File: config.mk
export PLATFORM = sky130hd
export DESIGN_NAME = twiddle_shiftadd_mul
export DESIGN_NICKNAME = d
export VERILOG_FILES = /design/src/rtl/twq_pkg.sv /design/src/rtl/twq_decode.sv /design/src/rtl/twq_const_unit.sv /design/src/rtl/twq_round_sat.sv /design/src/rtl/twiddle_shiftadd_mul.sv
export SDC_FILE = /design/constraint.sdc
export NUM_CORES = 2
export LEC_CHECK = 0
export ABC_AREA = 1
export BUFFER_PORTS_ARGS = -buffer_cell sky130_fd_sc_hd__buf_2
export CORE_MARGIN = 10
export CORE_UTILIZATION = 60
export CTS_CLUSTER_SIZE = 8
export DETAILED_ROUTE_END_ITERATION = 6
export GPL_TIMING_DRIVEN = 0
export PLACE_DENSITY = 0.75
export SLEW_MARGIN = 20
export SYNTH_ARGS = -nofsm -noshare
export SYNTH_HDL_FRONTEND = slang
export SYNTH_SLANG_ARGS = --single-unit
File: constraint.sdc
create_clock -name clk -period 8.9 [get_ports clk]
set_input_delay 0.445 -clock clk [delete_from_list [all_inputs] [get_ports clk]]
set_output_delay 0.445 -clock clk [all_outputs]
set_load 0.01 [all_outputs]
File: src/rtl/twq_pkg.sv
package twq_pkg;

    localparam int unsigned SAMPLE_W = 16;
    localparam int unsigned FRAC_W   = 15;
    localparam int unsigned IDX_W    = 4;
    localparam int unsigned PROD_W   = 2 * SAMPLE_W + 2;

    typedef enum logic [1:0] {
        CK_UNIT,
        CK_NEGJ,
        CK_GENERAL
    } coef_kind_e;

    // base constants: HI = 30273, MID = 23170, LO = 12539
    typedef enum logic [1:0] {
        BASE_HI,
        BASE_MID,
        BASE_LO
    } base_e;

    typedef struct packed {
        base_e base;
        logic  bump;    // add the operand once more (base + 1)
        logic  negate;  // negate the bumped product
    } weight_sel_t;

endpackage

File: src/rtl/twq_decode.sv
module twq_decode
    import twq_pkg::*;
#(
    parameter int unsigned IW = IDX_W
) (
    input  logic [IW-1:0] idx,
    output coef_kind_e    kind,
    output weight_sel_t   wr_sel,
    output weight_sel_t   wi_sel
);

    localparam weight_sel_t SEL_HI     = '{base: BASE_HI,  bump: 1'b0, negate: 1'b0};
    localparam weight_sel_t SEL_MID    = '{base: BASE_MID, bump: 1'b0, negate: 1'b0};
    localparam weight_sel_t SEL_LO     = '{base: BASE_LO,  bump: 1'b0, negate: 1'b0};
    localparam weight_sel_t SEL_HI_NC  = '{base: BASE_HI,  bump: 1'b1, negate: 1'b1};
    localparam weight_sel_t SEL_MID_NC = '{base: BASE_MID, bump: 1'b1, negate: 1'b1};
    localparam weight_sel_t SEL_LO_NC  = '{base: BASE_LO,  bump: 1'b1, negate: 1'b1};

    logic [3:0] expo;

    // index to twiddle exponent for the first radix-4 stage
    always_comb begin
        unique case (idx)
            4'd5:         expo = 4'd1;
            4'd6, 4'd9:   expo = 4'd2;
            4'd7, 4'd13:  expo = 4'd3;
            4'd10:        expo = 4'd4;
            4'd11, 4'd14: expo = 4'd6;
            4'd15:        expo = 4'd9;
            default:      expo = 4'd0;
        endcase
    end

    // exponent to class and channel selection; the swap between
    // (LO, HI') and (HI', LO) pairs is done purely by the selectors
    always_comb begin
        kind   = CK_GENERAL;
        wr_sel = SEL_HI;
        wi_sel = SEL_HI;
        unique case (expo)
            4'd1: begin wr_sel = SEL_HI;     wi_sel = SEL_LO_NC;  end
            4'd2: begin wr_sel = SEL_MID;    wi_sel = SEL_MID_NC; end
            4'd3: begin wr_sel = SEL_LO;     wi_sel = SEL_HI_NC;  end
            4'd6: begin wr_sel = SEL_MID_NC; wi_sel = SEL_MID_NC; end
            4'd9: begin wr_sel = SEL_HI_NC;  wi_sel = SEL_LO;     end
            4'd4: kind = CK_NEGJ;
            default: kind = CK_UNIT;
        endcase
    end

endmodule

File: src/rtl/twq_const_unit.sv
module twq_const_unit
    import twq_pkg::*;
#(
    parameter int unsigned DW = SAMPLE_W,
    parameter int unsigned PW = PROD_W
) (
    input  logic signed [DW-1:0] v,
    input  weight_sel_t          sel_a,
    input  weight_sel_t          sel_b,
    output logic signed [PW-1:0] prod_a,
    output logic signed [PW-1:0] prod_b
);

    localparam int unsigned LANES = 2;

    logic signed [PW-1:0] x, x5, x65;
    logic signed [PW-1:0] p_hi, p_mid, p_lo;
    weight_sel_t          sel  [LANES];
    logic signed [PW-1:0] prod [LANES];

    assign x   = PW'(v);
    // shared subexpressions
    assign x5  = x + (x <<< 2);
    assign x65 = x + (x <<< 6);

    assign p_hi  = (x <<< 15) + x65 - (x5 <<< 9);
    assign p_mid = (x5 <<< 12) + (x5 <<< 9) + (x65 <<< 1);
    assign p_lo  = (x65 <<< 8) - (x <<< 12) - x5;

    assign sel[0] = sel_a;
    assign sel[1] = sel_b;

    for (genvar g = 0; g < LANES; g++) begin : g_lane
        logic signed [PW-1:0] base_p;
        logic signed [PW-1:0] bumped;
        always_comb begin
            case (sel[g].base)
                BASE_HI:  base_p = p_hi;
                BASE_MID: base_p = p_mid;
                BASE_LO:  base_p = p_lo;
                default:  base_p = '0;
            endcase
        end
        assign bumped  = sel[g].bump ? base_p + x : base_p;
        assign prod[g] = sel[g].negate ? -bumped : bumped;
    end

    assign prod_a = prod[0];
    assign prod_b = prod[1];

endmodule

File: src/rtl/twq_round_sat.sv
module twq_round_sat #(
    parameter int unsigned IN_W  = 34,
    parameter int unsigned OUT_W = 16,
    parameter int unsigned SHIFT = 15
) (
    input  logic signed [IN_W-1:0]  a,
    output logic signed [OUT_W-1:0] y
);

    localparam logic signed [IN_W-1:0] HALF = IN_W'(1) <<< (SHIFT - 1);
    localparam logic signed [IN_W-1:0] HI   = (IN_W'(1) <<< (OUT_W - 1)) - IN_W'(1);
    localparam logic signed [IN_W-1:0] LO   = -HI - IN_W'(1);

    logic signed [IN_W-1:0] rnd;

    assign rnd = (a + HALF) >>> SHIFT;

    always_comb begin
        if (rnd > HI)      y = HI[OUT_W-1:0];
        else if (rnd < LO) y = LO[OUT_W-1:0];
        else               y = rnd[OUT_W-1:0];
    end

endmodule

File: src/rtl/twiddle_shiftadd_mul.sv
module twiddle_shiftadd_mul
    import twq_pkg::*;
#(
    parameter int unsigned DATA_W = SAMPLE_W,
    parameter int unsigned IW     = IDX_W
) (
    input  logic                     clk,
    input  logic                     rst_n,
    input  logic                     in_valid,
    input  logic [IW-1:0]            in_idx,
    input  logic signed [DATA_W-1:0] in_re,
    input  logic signed [DATA_W-1:0] in_im,
    output logic                     out_valid,
    output logic signed [DATA_W-1:0] out_re,
    output logic signed [DATA_W-1:0] out_im
);

    localparam int unsigned PW = 2 * DATA_W + 2;
    localparam logic signed [DATA_W-1:0] MINV = {1'b1, {(DATA_W-1){1'b0}}};
    localparam logic signed [DATA_W-1:0] MAXV = ~MINV;

    coef_kind_e  kind;
    weight_sel_t wr_sel, wi_sel;
    logic signed [DATA_W-1:0] op_re, op_im;
    logic signed [PW-1:0] p_rr, p_ri, p_ir, p_ii;

    twq_decode #(.IW(IW)) dec_i (
        .idx    (in_idx),
        .kind   (kind),
        .wr_sel (wr_sel),
        .wi_sel (wi_sel)
    );

    // operand isolation: shift-add units see zero unless needed
    assign op_re = (kind == CK_GENERAL) ? in_re : '0;
    assign op_im = (kind == CK_GENERAL) ? in_im : '0;

    twq_const_unit #(.DW(DATA_W), .PW(PW)) re_unit_i (
        .v      (op_re),
        .sel_a  (wr_sel),
        .sel_b  (wi_sel),
        .prod_a (p_rr),
        .prod_b (p_ri)
    );

    twq_const_unit #(.DW(DATA_W), .PW(PW)) im_unit_i (
        .v      (op_im),
        .sel_a  (wr_sel),
        .sel_b  (wi_sel),
        .prod_a (p_ir),
        .prod_b (p_ii)
    );

    // stage 1 registers
    logic                     s1_valid;
    coef_kind_e               s1_kind;
    logic signed [DATA_W-1:0] s1_re, s1_im;
    logic signed [PW-1:0]     s1_rr, s1_ri, s1_ir, s1_ii;

    always_ff @(posedge clk or negedge rst_n) begin
        if (!rst_n) begin
            s1_valid <= 1'b0;
            s1_kind  <= CK_UNIT;
            s1_re    <= '0;
            s1_im    <= '0;
            s1_rr    <= '0;
            s1_ri    <= '0;
            s1_ir    <= '0;
            s1_ii    <= '0;
        end else begin
            s1_valid <= in_valid;
            if (in_valid) begin
                s1_kind <= kind;
                s1_re   <= in_re;
                s1_im   <= in_im;
                s1_rr   <= p_rr;
                s1_ri   <= p_ri;
                s1_ir   <= p_ir;
                s1_ii   <= p_ii;
            end
        end
    end

    // stage 2 combine, round, saturate
    logic signed [PW-1:0]     acc_re, acc_im;
    logic signed [DATA_W-1:0] gen_re, gen_im, neg_re;
    logic signed [DATA_W-1:0] nxt_re, nxt_im;

    assign acc_re = s1_rr - s1_ii;
    assign acc_im = s1_ri + s1_ir;

    twq_round_sat #(.IN_W(PW), .OUT_W(DATA_W), .SHIFT(FRAC_W)) rs_re_i (
        .a (acc_re),
        .y (gen_re)
    );

    twq_round_sat #(.IN_W(PW), .OUT_W(DATA_W), .SHIFT(FRAC_W)) rs_im_i (
        .a (acc_im),
        .y (gen_im)
    );

    assign neg_re = (s1_re == MINV) ? MAXV : -s1_re;

    always_comb begin
        unique case (s1_kind)
            CK_NEGJ:    begin nxt_re = s1_im;  nxt_im = neg_re; end
            CK_GENERAL: begin nxt_re = gen_re; nxt_im = gen_im; end
            default:    begin nxt_re = s1_re;  nxt_im = s1_im;  end
        endcase
    end

    always_ff @(posedge clk or negedge rst_n) begin
        if (!rst_n) begin
            out_valid <= 1'b0;
            out_re    <= '0;
            out_im    <= '0;
        end else begin
            out_valid <= s1_valid;
            if (s1_valid) begin
                out_re <= nxt_re;
                out_im <= nxt_im;
            end
        end
    end

endmodule

==> results.json <==
{
  "syn-num-nets": 7354,
  "ioPinCount": 72,
  "avgRoutedWirePerCell_um": 23.5,
  "clk_path_buf_depth": 3,
  "via_per_inst": 6.34,
  "cp-end-kind": "flop",
  "antenna_found_initial": 10,
  "min_from": "in_valid",
  "cts_tree": "done",
  "slew_headroom": 0.139,
  "layout.cells.non_filler": 7938,
  "dr.pass1.iters": 7,
  "grt_pass1_vias": 45601,
  "ir_worst_vdd_mv": 0.203,
  "hold_slack_ns": 0.0490,
  "row_count": 94,
  "num_vias": 50294,
  "place_ws_ns": -1.36,
  "drc": 1,
  "max_freq_mhz": 118,
  "portBuffers": 63,
  "initial_core_util": 0.604,
  "cts-root-buf": "clkbuf_16",
  "drv_slew": 0,
  "nets": 7468,
  "fp.dieArea_mm2": 0.0769,
  "place.gp.congestion": 1.13,
  "post-synth-top-count-cell": "nand2_1",
  "holdCritPathClass": "in2reg",
  "timing.final.crit_share": 0.955,
  "synth_area_mm2": 0.0397,
  "r2r_start": "s1_ii[2]$_DFFE_PN0P_",
  "drive_above_1_share": 0.0786,
  "violations": "design-rule violations",
  "clock_sinks": 204,
  "max_stage_delay_ns": 0.33,
  "timing.critical_path.buf_inv": 8,
  "htree_levels": 1,
  "yosysWarnings": 0,
  "area_growth_pct": 6.89,
  "dp_cells": 7882,
  "netlist_top_cells_count": "2135 x nand2_1, 857 x inv_1, 789 x nand3_1, 510 x nor2_1, 421 x o21ai_0",
  "powerDensity_mw_per_mm2": 329,
  "yosysTopAreaCellShare": 0.202,
  "ys_types": 72,
  "setup_ws_ns": 0.398,
  "synthCells": 6950,
  "setup_violations": 0,
  "cts_made_buffers": 29,
  "syn_avg_cell_area_um2": 5.72,
  "clk_latency_ns": 0.58,
  "ys_ff_latch": 204,
  "wl_um": 187000,
  "start_kind": "input port",
  "grt_pass1_wl_um": 274000,
  "clock_skew_ns": 0.0205,
  "cp.arrival_ns": 8.95,
  "worst_slew_pin_slew_ns": 1.29,
  "cellLeakagePower_uw": 0.0237,
  "ant_nets": 0,
  "ff2ff_path_depth": 21,
  "critical_path_class": "in2reg",
  "synth_top_area_cell": "nand2_1",
  "overflow": 0,
  "drtIter0Drc": 7672,
  "nFillCells": 6404,
  "core_mm2": 0.0657,
  "die_x_um": 277,
  "fin_util": 0.646,
  "synth_area_leaders": "nand2_1 20%, dfrtp_1 13%, ha_1 11%",
  "crit_path_max_fanout": 10,
  "grt_max_degree": 97,
  "crit_top_cell": "nand2_1",
  "status": "finished with violations",
  "path_clk_slew_ns": 0.06,
  "hold_viol": 0,
  "grt_usage": 0.462,
  "synth_edf_count": 0,
  "r2r_end": "out_re[6]$_DFFE_PN0P_",
  "holdPathStages": 1,
  "finalCriticalPeriod_ns": 8.50,
  "cp.required_ns": 9.35,
  "crit_path_start": "in_idx[0]",
  "path_delay_family": "simple AND/OR/NAND/NOR gates",
  "synthArstFlopShare": 1.00,
  "worst_path_max_delay_cell": "ha_1",
  "rrSetupSlack_ns": 3.08,
  "yosysSeqAreaShare": 0.128,
  "maxCapViolCount": 0,
  "hold_end": "s1_valid$_DFF_PN0_",
  "die_h_um": 277,
  "synthFlopType": "dfrtp_1",
  "dp_hpwl_um": 154000
}
-- layout make-up --
| class | instances | area (um^2) | share of cell area |
|---|---|---|---|
| sequential | 204 | 5100 | 0.120 |
| clock inverter | 2 | 25.0 | 0.000589 |
| clock buffer | 30 | 729 | 0.0172 |
| inverter | 953 | 3610 | 0.0850 |
| timing repair buffer | 84 | 524 | 0.0123 |
| antenna | 9 | 22.5 | 0.000530 |
| tap | 864 | 1080 | 0.0255 |
| buffer | 182 | 895 | 0.0211 |
| multi-input combinational | 5610 | 30500 | 0.718 |
-- metal layers --
layer | vias to the layer above | part of all wire | track usage
met5 | - | 0.0012 | 0
met4 | 16 | 0.078 | 0.301
li1 | 22993 | - | -
met2 | 3765 | 0.40 | 0.665
met3 | 812 | 0.16 | 0.167
met1 | 22708 | 0.37 | 0.573
-- what timing repair did --
item,4_1_cts,5_1_grt
setup buffers,3,12
setup endpoints to repair,18,40
gates resized for setup,8,89
cloned,0,0
hold buffers,1,0
pin swaps,1,11
hold endpoints to repair,13,0
-- cell families after synthesis --
kind of cell | count (synthesis) | synth area share
simple gates | 3875 | 0.427
compound gates | 1138 | 0.161
buf+inv | 1136 | 0.112
fa+ha+maj | 365 | 0.119
xor+xnor | 230 | 0.0518
flops | 204 | 0.128
mux | 2 | 0.000504
-- state kept, by name, summed over array words and instances, names as in the netlist, 2 cells and up --
register  cells
s1_ir        34
s1_ri        34
s1_im        16
out_re       16
s1_rr        34
s1_re        16
s1_ii        34
s1_kind       2
out_im       16
-- how the worst max path moves through the flow --
stage,end,slack [ns],cells after the start
2_1_floorplan,s1_ri[33]$_DFFE_PN0P_,1.22,58
3_3_place_gp,s1_ri[33]$_DFFE_PN0P_,-1.25,58
3_5_place_dp,s1_ri[33]$_DFFE_PN0P_,-1.36,58
4_1_cts,s1_ii[33]$_DFFE_PN0P_,0.08,63
5_1_grt,s1_ir[33]$_DFFE_PN0P_,-0.01,59
6_report,s1_rr[33]$_DFFE_PN0P_,0.40,54
-- per-stage QoR --
| stage | area [um^2] | TNS (ns) | power (uW) |
|---|---|---|---|
| floorplan | 39700 | 0 | 9020 |
| global placement | 41100 | -17.29 | 11900 |
| detailed placement | 41200 | -21.65 | 12200 |
| CTS | 42000 | 0 | 13200 |
| global route | 42400 | -0.0488 | 15000 |
| finish | 42500 | 0 | 14000 |
-- worst reg2reg max path, stage by stage (launching register included) --
cell and delay (ns):
dfrtp_1 0.54, inv_1 0.09, ha_1 0.31, ha_1 0.32
a31oi_1 0.09, o21ai_0 0.24, nand3_1 0.13, nand2_1 0.09
nand4_1 0.08, o211ai_1 0.11, a21oi_1 0.20, o21ai_0 0.72
nand2_1 0.16, nand2_1 0.19, a21oi_1 0.10, xor2_1 0.18
nand2_1 0.08, o21ai_0 0.76, buf_1 0.37, o21ai_0 0.16
a221oi_1 0.61, o21ai_0 0.16
-- report_power, final --
| group | total (uW) | internal (uW) | switching, uW |
|---|---|---|---|
| clock | 997 | 572 | 425 |
| combinational | 11500 | 3490 | 7980 |
| sequential | 1510 | 1240 | 269 |
-- placed cells by master (no fill, tap or decap), types with 50 or more instances in the layout --
master	count
a21oi_1	375
buf_2	91
clkbuf_1	108
dfrtp_1	204
ha_1	340
inv_1	853
inv_2	82
nand2_1	2126
nand2_2	87
nand3_1	783
nand4_1	101
nor2_1	504
nor2_2	50
o21ai_0	402
o21ai_1	84
xnor2_1	58
xor2_1	154
(Power assumes the default switching activity.)
